==> src/rtl/sfd_pkg.sv <==
package sfd_pkg;

    typedef enum logic [2:0] {
        FMT_NONE = 3'd0,
        FMT_SD   = 3'd1,
        FMT_ED   = 3'd2,
        FMT_HD   = 3'd3,
        FMT_PC   = 3'd4
    } fmt_e;

    typedef enum logic [1:0] {
        ST_SEARCH = 2'd0,
        ST_QUAL   = 2'd1,
        ST_LOCK   = 2'd2,
        ST_SWITCH = 2'd3
    } lock_state_e;

endpackage

==> src/rtl/sfd_line_timer.sv <==
module sfd_line_timer #(
    parameter int TIMEOUT_CYC = 56000,
    parameter int TRI_WIN     = 64,
    localparam int CW = $clog2(TIMEOUT_CYC + 1),
    localparam int WW = $clog2(TRI_WIN + 1)
) (
    input  logic          clk,
    input  logic          rst_n,
    input  logic          below_i,
    input  logic          above_i,
    output logic          line_ev_o,
    output logic [CW-1:0] line_per_o,
    output logic          line_tri_o,
    output logic          sync_lost_o
);

    localparam logic [CW-1:0] TO_VAL  = CW'(TIMEOUT_CYC);
    localparam logic [WW-1:0] WIN_END = WW'(TRI_WIN - 1);

    logic          below_q, below_qq, above_q;
    logic [CW-1:0] cnt;
    logic [WW-1:0] wcnt;
    logic          armed;
    logic          tri_cur;
    logic          rise, fall;

    assign rise = below_q & ~below_qq;
    assign fall = ~below_q & below_qq;

    always_ff @(posedge clk or negedge rst_n) begin
        if (!rst_n) begin
            below_q  <= 1'b0;
            below_qq <= 1'b0;
            above_q  <= 1'b0;
            cnt      <= TO_VAL;
            wcnt     <= '0;
            armed    <= 1'b0;
            tri_cur  <= 1'b0;
        end else begin
            below_q  <= below_i;
            below_qq <= below_q;
            above_q  <= above_i;

            // period counter saturates at the timeout value
            if (rise) begin
                cnt <= CW'(1);
            end else if (cnt != TO_VAL) begin
                cnt <= cnt + CW'(1);
            end

            // window after the end of the negative pulse
            if (fall) begin
                armed <= 1'b1;
                wcnt  <= '0;
            end else if (armed) begin
                if (wcnt == WIN_END) begin
                    armed <= 1'b0;
                end
                wcnt <= wcnt + WW'(1);
            end

            if (rise) begin
                tri_cur <= 1'b0;
            end else if ((fall || armed) && above_q) begin
                tri_cur <= 1'b1;
            end
        end
    end

    assign line_ev_o   = rise && (cnt != TO_VAL);
    assign line_per_o  = cnt;
    assign line_tri_o  = tri_cur;
    assign sync_lost_o = (cnt == TO_VAL);

endmodule

==> src/rtl/sfd_classifier.sv <==
module sfd_classifier
    import sfd_pkg::*;
#(
    parameter int CW            = 16,
    parameter int HD_LINE_MAX   = 6100,
    parameter int ED_LINE_MAX   = 7000,
    parameter int SD_LINE_MAX   = 14000,
    parameter int TRI_LINES     = 16,
    parameter int PERSIST_LINES = 4,
    localparam int TW = $clog2(TRI_LINES + 1),
    localparam int PW = $clog2(PERSIST_LINES + 1)
) (
    input  logic          clk,
    input  logic          rst_n,
    input  logic          line_ev_i,
    input  logic [CW-1:0] line_per_i,
    input  logic          line_tri_i,
    input  logic          sync_lost_i,
    output fmt_e          cand_o,
    output logic          stable_o,
    output logic          tri_ok_o
);

    localparam logic [TW-1:0] TRI_SAT = TW'(TRI_LINES);
    localparam logic [PW-1:0] PER_SAT = PW'(PERSIST_LINES);

    logic [TW-1:0] tri_run, tri_next;
    logic [PW-1:0] run, run_next;
    fmt_e          last_cand;
    fmt_e          cand;
    logic          tri_qual;

    always_comb begin
        if (!line_tri_i) begin
            tri_next = '0;
        end else if (tri_run == TRI_SAT) begin
            tri_next = tri_run;
        end else begin
            tri_next = tri_run + TW'(1);
        end
        tri_qual = (tri_next == TRI_SAT);

        if (tri_qual && (line_per_i <= CW'(ED_LINE_MAX))) begin
            cand = FMT_HD;
        end else if (line_per_i <= CW'(HD_LINE_MAX)) begin
            cand = FMT_PC;
        end else if (line_per_i <= CW'(ED_LINE_MAX)) begin
            cand = FMT_ED;
        end else if (line_per_i <= CW'(SD_LINE_MAX)) begin
            cand = FMT_SD;
        end else begin
            cand = FMT_PC;
        end

        if (cand != last_cand) begin
            run_next = PW'(1);
        end else if (run == PER_SAT) begin
            run_next = run;
        end else begin
            run_next = run + PW'(1);
        end
    end

    always_ff @(posedge clk or negedge rst_n) begin
        if (!rst_n) begin
            tri_run   <= '0;
            run       <= '0;
            last_cand <= FMT_NONE;
        end else if (sync_lost_i) begin
            tri_run   <= '0;
            run       <= '0;
            last_cand <= FMT_NONE;
        end else if (line_ev_i) begin
            tri_run   <= tri_next;
            run       <= run_next;
            last_cand <= cand;
        end
    end

    assign cand_o   = cand;
    assign stable_o = (run_next == PER_SAT);
    assign tri_ok_o = (tri_run == TRI_SAT);


    bilevel_clears_tri_chk: assert property (@(posedge clk) disable iff (!rst_n)
        (line_ev_i && !line_tri_i) |=> !tri_ok_o);

endmodule

==> src/rtl/sfd_lock_fsm.sv <==
module sfd_lock_fsm
    import sfd_pkg::*;
(
    input  logic clk,
    input  logic rst_n,
    input  logic line_ev_i,
    input  fmt_e cand_i,
    input  logic stable_i,
    input  logic sync_lost_i,
    output logic hd_flag_n_o,
    output fmt_e fmt_o,
    output logic locked_o
);

    lock_state_e state, state_n;
    fmt_e        cls, cls_n;

    always_comb begin
        state_n = state;
        cls_n   = cls;
        unique case (state)
            ST_SEARCH: begin
                if (line_ev_i) begin
                    state_n = ST_QUAL;
                end
            end
            ST_QUAL: begin
                if (line_ev_i && stable_i) begin
                    state_n = ST_LOCK;
                    cls_n   = cand_i;
                end
            end
            ST_LOCK: begin
                if (line_ev_i && (cand_i != cls)) begin
                    state_n = ST_SWITCH;
                end
            end
            ST_SWITCH: begin
                if (line_ev_i && stable_i) begin
                    state_n = ST_LOCK;
                    cls_n   = cand_i;
                end
            end
            default: begin
                state_n = ST_SEARCH;
                cls_n   = FMT_NONE;
            end
        endcase
        if (sync_lost_i) begin
            state_n = ST_SEARCH;
            cls_n   = FMT_NONE;
        end
    end

    always_ff @(posedge clk or negedge rst_n) begin
        if (!rst_n) begin
            state <= ST_SEARCH;
            cls   <= FMT_NONE;
        end else begin
            state <= state_n;
            cls   <= cls_n;
        end
    end

    always_comb begin
        locked_o    = (state == ST_LOCK);
        fmt_o       = cls;
        hd_flag_n_o = !((state == ST_LOCK) && (cls == FMT_HD));
    end


    lost_drops_lock_chk: assert property (@(posedge clk) disable iff (!rst_n)
        sync_lost_i |=> !locked_o);


    class_steady_chk: assert property (@(posedge clk) disable iff (!rst_n)
        (locked_o && $past(locked_o)) |-> (fmt_o == $past(fmt_o)));


    lock_on_line_chk: assert property (@(posedge clk) disable iff (!rst_n)
        $rose(locked_o) |-> $past(line_ev_i));

endmodule

==> src/rtl/sync_format_detector.sv <==
module sync_format_detector
    import sfd_pkg::*;
#(
    parameter int HD_LINE_MAX   = 6100,
    parameter int ED_LINE_MAX   = 7000,
    parameter int SD_LINE_MAX   = 14000,
    parameter int TIMEOUT_CYC   = 56000,
    parameter int TRI_WIN       = 64,
    parameter int TRI_LINES     = 16,
    parameter int PERSIST_LINES = 4
) (
    input  logic       clk,
    input  logic       rst_n,
    input  logic       sync_below_i,
    input  logic       sync_above_i,
    output logic       hd_flag_n_o,
    output logic [2:0] fmt_class_o,
    output logic       locked_o
);

    localparam int CW = $clog2(TIMEOUT_CYC + 1);

    logic          line_ev;
    logic [CW-1:0] line_per;
    logic          line_tri;
    logic          sync_lost;
    fmt_e          cand;
    logic          stable;
    logic          tri_ok;
    fmt_e          fmt;

    sfd_line_timer #(
        .TIMEOUT_CYC (TIMEOUT_CYC),
        .TRI_WIN     (TRI_WIN)
    ) u_timer (
        .clk         (clk),
        .rst_n       (rst_n),
        .below_i     (sync_below_i),
        .above_i     (sync_above_i),
        .line_ev_o   (line_ev),
        .line_per_o  (line_per),
        .line_tri_o  (line_tri),
        .sync_lost_o (sync_lost)
    );

    sfd_classifier #(
        .CW            (CW),
        .HD_LINE_MAX   (HD_LINE_MAX),
        .ED_LINE_MAX   (ED_LINE_MAX),
        .SD_LINE_MAX   (SD_LINE_MAX),
        .TRI_LINES     (TRI_LINES),
        .PERSIST_LINES (PERSIST_LINES)
    ) u_class (
        .clk         (clk),
        .rst_n       (rst_n),
        .line_ev_i   (line_ev),
        .line_per_i  (line_per),
        .line_tri_i  (line_tri),
        .sync_lost_i (sync_lost),
        .cand_o      (cand),
        .stable_o    (stable),
        .tri_ok_o    (tri_ok)
    );

    sfd_lock_fsm u_fsm (
        .clk         (clk),
        .rst_n       (rst_n),
        .line_ev_i   (line_ev),
        .cand_i      (cand),
        .stable_i    (stable),
        .sync_lost_i (sync_lost),
        .hd_flag_n_o (hd_flag_n_o),
        .fmt_o       (fmt),
        .locked_o    (locked_o)
    );

    assign fmt_class_o = fmt;


    hd_needs_tri_run_chk: assert property (@(posedge clk) disable iff (!rst_n)
        $fell(hd_flag_n_o) |-> tri_ok);

endmodule

==> config.mk <==
export PLATFORM = sky130hd
export DESIGN_NAME = sync_format_detector
export DESIGN_NICKNAME = d
export VERILOG_FILES = /design/src/rtl/sfd_pkg.sv /design/src/rtl/sfd_line_timer.sv /design/src/rtl/sfd_classifier.sv /design/src/rtl/sfd_lock_fsm.sv /design/src/rtl/sync_format_detector.sv
export SDC_FILE = /design/constraint.sdc
export NUM_CORES = 1
export LEC_CHECK = 0
export ABC_AREA = 1
export BUFFER_PORTS_ARGS = -buffer_cell sky130_fd_sc_hd__buf_4
export CAP_MARGIN = 20
export CORE_MARGIN = 3
export CORE_UTILIZATION = 33
export DETAILED_ROUTE_END_ITERATION = 7
export PLACE_DENSITY_LB_ADDON = 0.05
export SKIP_CTS_REPAIR_TIMING = 1
export SLEW_MARGIN = 40
export SYNTH_ARGS = -nofsm -noshare
export SYNTH_HDL_FRONTEND = slang
export SYNTH_SLANG_ARGS = --single-unit
==> constraint.sdc <==
create_clock -name clk -period 2.1 [get_ports clk]
set_input_delay 0.315 -clock clk [delete_from_list [all_inputs] [get_ports clk]]
set_output_delay 0.315 -clock clk [all_outputs]
set_load 0.005 [all_outputs]
==> impl_metrics.yaml <==
status:
  status: "complete, but fails checks"
  violations: "setup timing"
synthesis:
  synth_cell_type_count: 31
  synth.top_cell.area_share_pct: 34.8
  synthMuxAreaShare_pct: 0
  synth_most_common_cell: "nand2_1"
  synthFlopType: "dfrtp_1"
  synthSimpleGateAreaFrac_pct: 34.9
  synth_edf_count: 0
  syn-cell-area_sq_um: 2660
  syn_nets: 379
  synth.yosys.seq_area_share_pct: 41.7
  yosys_warnings: 0
  synth-compound-area-share_pct: 10.8
  netlist_top_cells_count: "nand2_1, inv_1, dfrtp_1"
  synth-xor-area-share_pct: 0.987
  synth.area.top_cells: "dfrtp_1, nand2_1, dfstp_2"
  synth_fa_ha_area_share_pct: 3.29
  synth_async_sr_flop_share_pct: 100
  synth_cells: 368
  syn_avg_cell_area_sq_um: 7.23
  ys_ff_latch: 44
  synth_top_family_by_area: "simple AND/OR/NAND/NOR gates"
  synth.largest_area_cell: "dfrtp_1"
drt:
  ant_nets: 0
  vias: 2557
  viasPerCell: 4.75
  drc: 0
  firstDrtPassIters: 4
  wire_per_inst_um: 12.7
  drt-initial-drc-count: 100
  routed_wl_um: 6820
cells_and_area:
  drive_gt1_share_pct: 28.7
  finalNetCount: 446
  n_antenna_cell: 0
  fin_util_pct: 44.4
  final_cells: 538
  synthToLayoutAreaGrowth_pct: 29.5
power_and_ir_drop:
  finalPower_mw: 2.47
  powerDensity_nw_per_um2: 715
  worst_ir_drop_vdd_mv: 0.373
  power_leakage_nw: 1.65
sta:
  period_needed_ns: 2.29
  slew_headroom_pct: 61.7
  layout_setup_ws_ns: -0.195
  fin_skew_ns: 0.0112
  rsz0062_at_grt: "true"
  hold_viol: 0
  max_freq_mhz: 436
  fin_crit_sh_pct: 109
  finalMaxSlewViolations: 0
  worst_pin_slew_ns: 0.574
  hold_ws_ns: 0.00258
  setup_viol: 5
die:
  core_area_sq_um: 7770
  die_y_um: 95.8
  ios: 9
  rows: 32
  initial_core_util_pct: 34.3
  die_area_sq_um: 9180
  die_w_um: 95.8
worst_hold_path:
  hold_class: "in2async"
clock_network:
  cts_tree: "done"
  cts_buffer_depth: 2
  clk_latency_ns: 0.30
  clock_sinks: 44
  htree_levels: 2
  root_buffer: "clkbuf_8"
  cts_inserted_buffers: 5
  cts.clk_slew.worst_paths_ns: 0.10
critical_path:
  worstPathMaxFanout: 5
  slowest_stage: "dfrtp_1"
  critPathMostFrequentCell: "nand3_2"
  r2r_cells: 13
  arrival_ns: 2.50
  critical_path_class: "reg2reg"
  end_kind: "flip-flop"
  max_stage_delay_ns: 0.40
  crit_chain: "ha_2, nand3_2, xor2_1, nor2_2, buf_12, nand3_4, nand3_2, nand2_2, inv_2, nand4_1, nor2_2, nand3_2, and3_1"
  critPathRequiredTime_ns: 2.30
  worstSetupStartpointType: "flip-flop"
grt:
  grt_pass1_vias: 2503
  grt_overflow: 0
  grt_max_degree: 45
  track_usage_pct: 15.9
  grt_pass1_wl_um: 11500
  antenna_found_initial: 0
placed_design:
  place_ws_ns: -0.119
  numPortBuffers: 8
  dp_hpwl_um: 5140
  place_inst: 523
  place.gp.congestion: 0.830
flow_run:
  drv_cap: 0
## critical path: cells and delay by family (launching register included)
kind          cells  cell delay [ns]
buf+inv           2             0.21
fa+ha+maj         1             0.23
flops             1             0.40
xor+xnor          1             0.16
simple gates      9             1.20
## power by group
group	switching [mW]	leakage [nW]	internal [mW]
logic	0.392	1.04	0.326
clock network	0.316	0.0548	0.359
registers	0.102	0.546	0.971
total	0.810	1.65	1.66
## per-layer routing
metal / global-route usage (%) / wire (um)
met4: 2.84 / 39
met3: 2.35 / 119
met2: 26.7 / 3260
met1: 21.9 / 3390
met5: 0 / 0
## sequential cells by signal, summed over array words and instances (netlist names), 2 cells and up
register,count
u_timer.line_per_o,16
u_timer.wcnt,7
u_class.tri_run,5
u_class.last_cand,3
u_class.run,3
u_fsm.fmt_o,3
u_fsm.state,2
## through the flow
step | area (sq um) | TNS, ns
3_5_place_dp | 3190 | -0.524
6_report | 3450 | -0.894
4_1_cts | 3310 | -0.648
3_3_place_gp | 3190 | -0.247
2_1_floorplan | 2660 | 0
5_1_grt | 3450 | -1.82
## layout by cell type (no fill, tap or decap), types with 9 or more instances in the layout
cell	netlist	final
nand2_1	91	85
inv_1	42	40
nand2_2	4	9
nand4_1	9	9
dfrtp_1	37	37
a21oi_1	21	20
inv_2	13	17
o21ai_0	19	16
nor2_1	34	33
nor3_1	12	11
nand3_1	29	25
buf_4	0	59
## path summary, 6_finish.rpt
path	slack, ns	end	from
max	-0.19	u_fsm.state[0]	u_class.tri_run[1]
min	0.003	u_class.run[1]	rst_n
max reg2reg	-0.19	u_fsm.state[0]	u_class.tri_run[1]
min reg2reg	0.41	u_timer.below_qq	u_timer.below_q
max in group asynchronous	1.69	u_timer.line_per_o[6]	rst_n
min in group clk	0.12	u_timer.above_q	sync_above_i
## layout make-up
cell class | count | area, sq um
Inverter | 58 | 218
Clock buffer | 5 | 68.8
Tap cell | 102 | 128
Multi-Input combinational cell | 266 | 1410
Timing Repair Buffer | 60 | 463
Fill cell | 812 | 4320
Clock inverter | 3 | 46.3
Sequential cell | 44 | 1110
## cell families after synthesis
group,after synthesis
AOI/OAI and AO/OA,53
xor gates and xnor gates,3
adders and majority gates,7
buffers and inverters,59
DFF,44
and+or+nand+nor,202
Note: power is estimated with default switching activity, not from simulation.
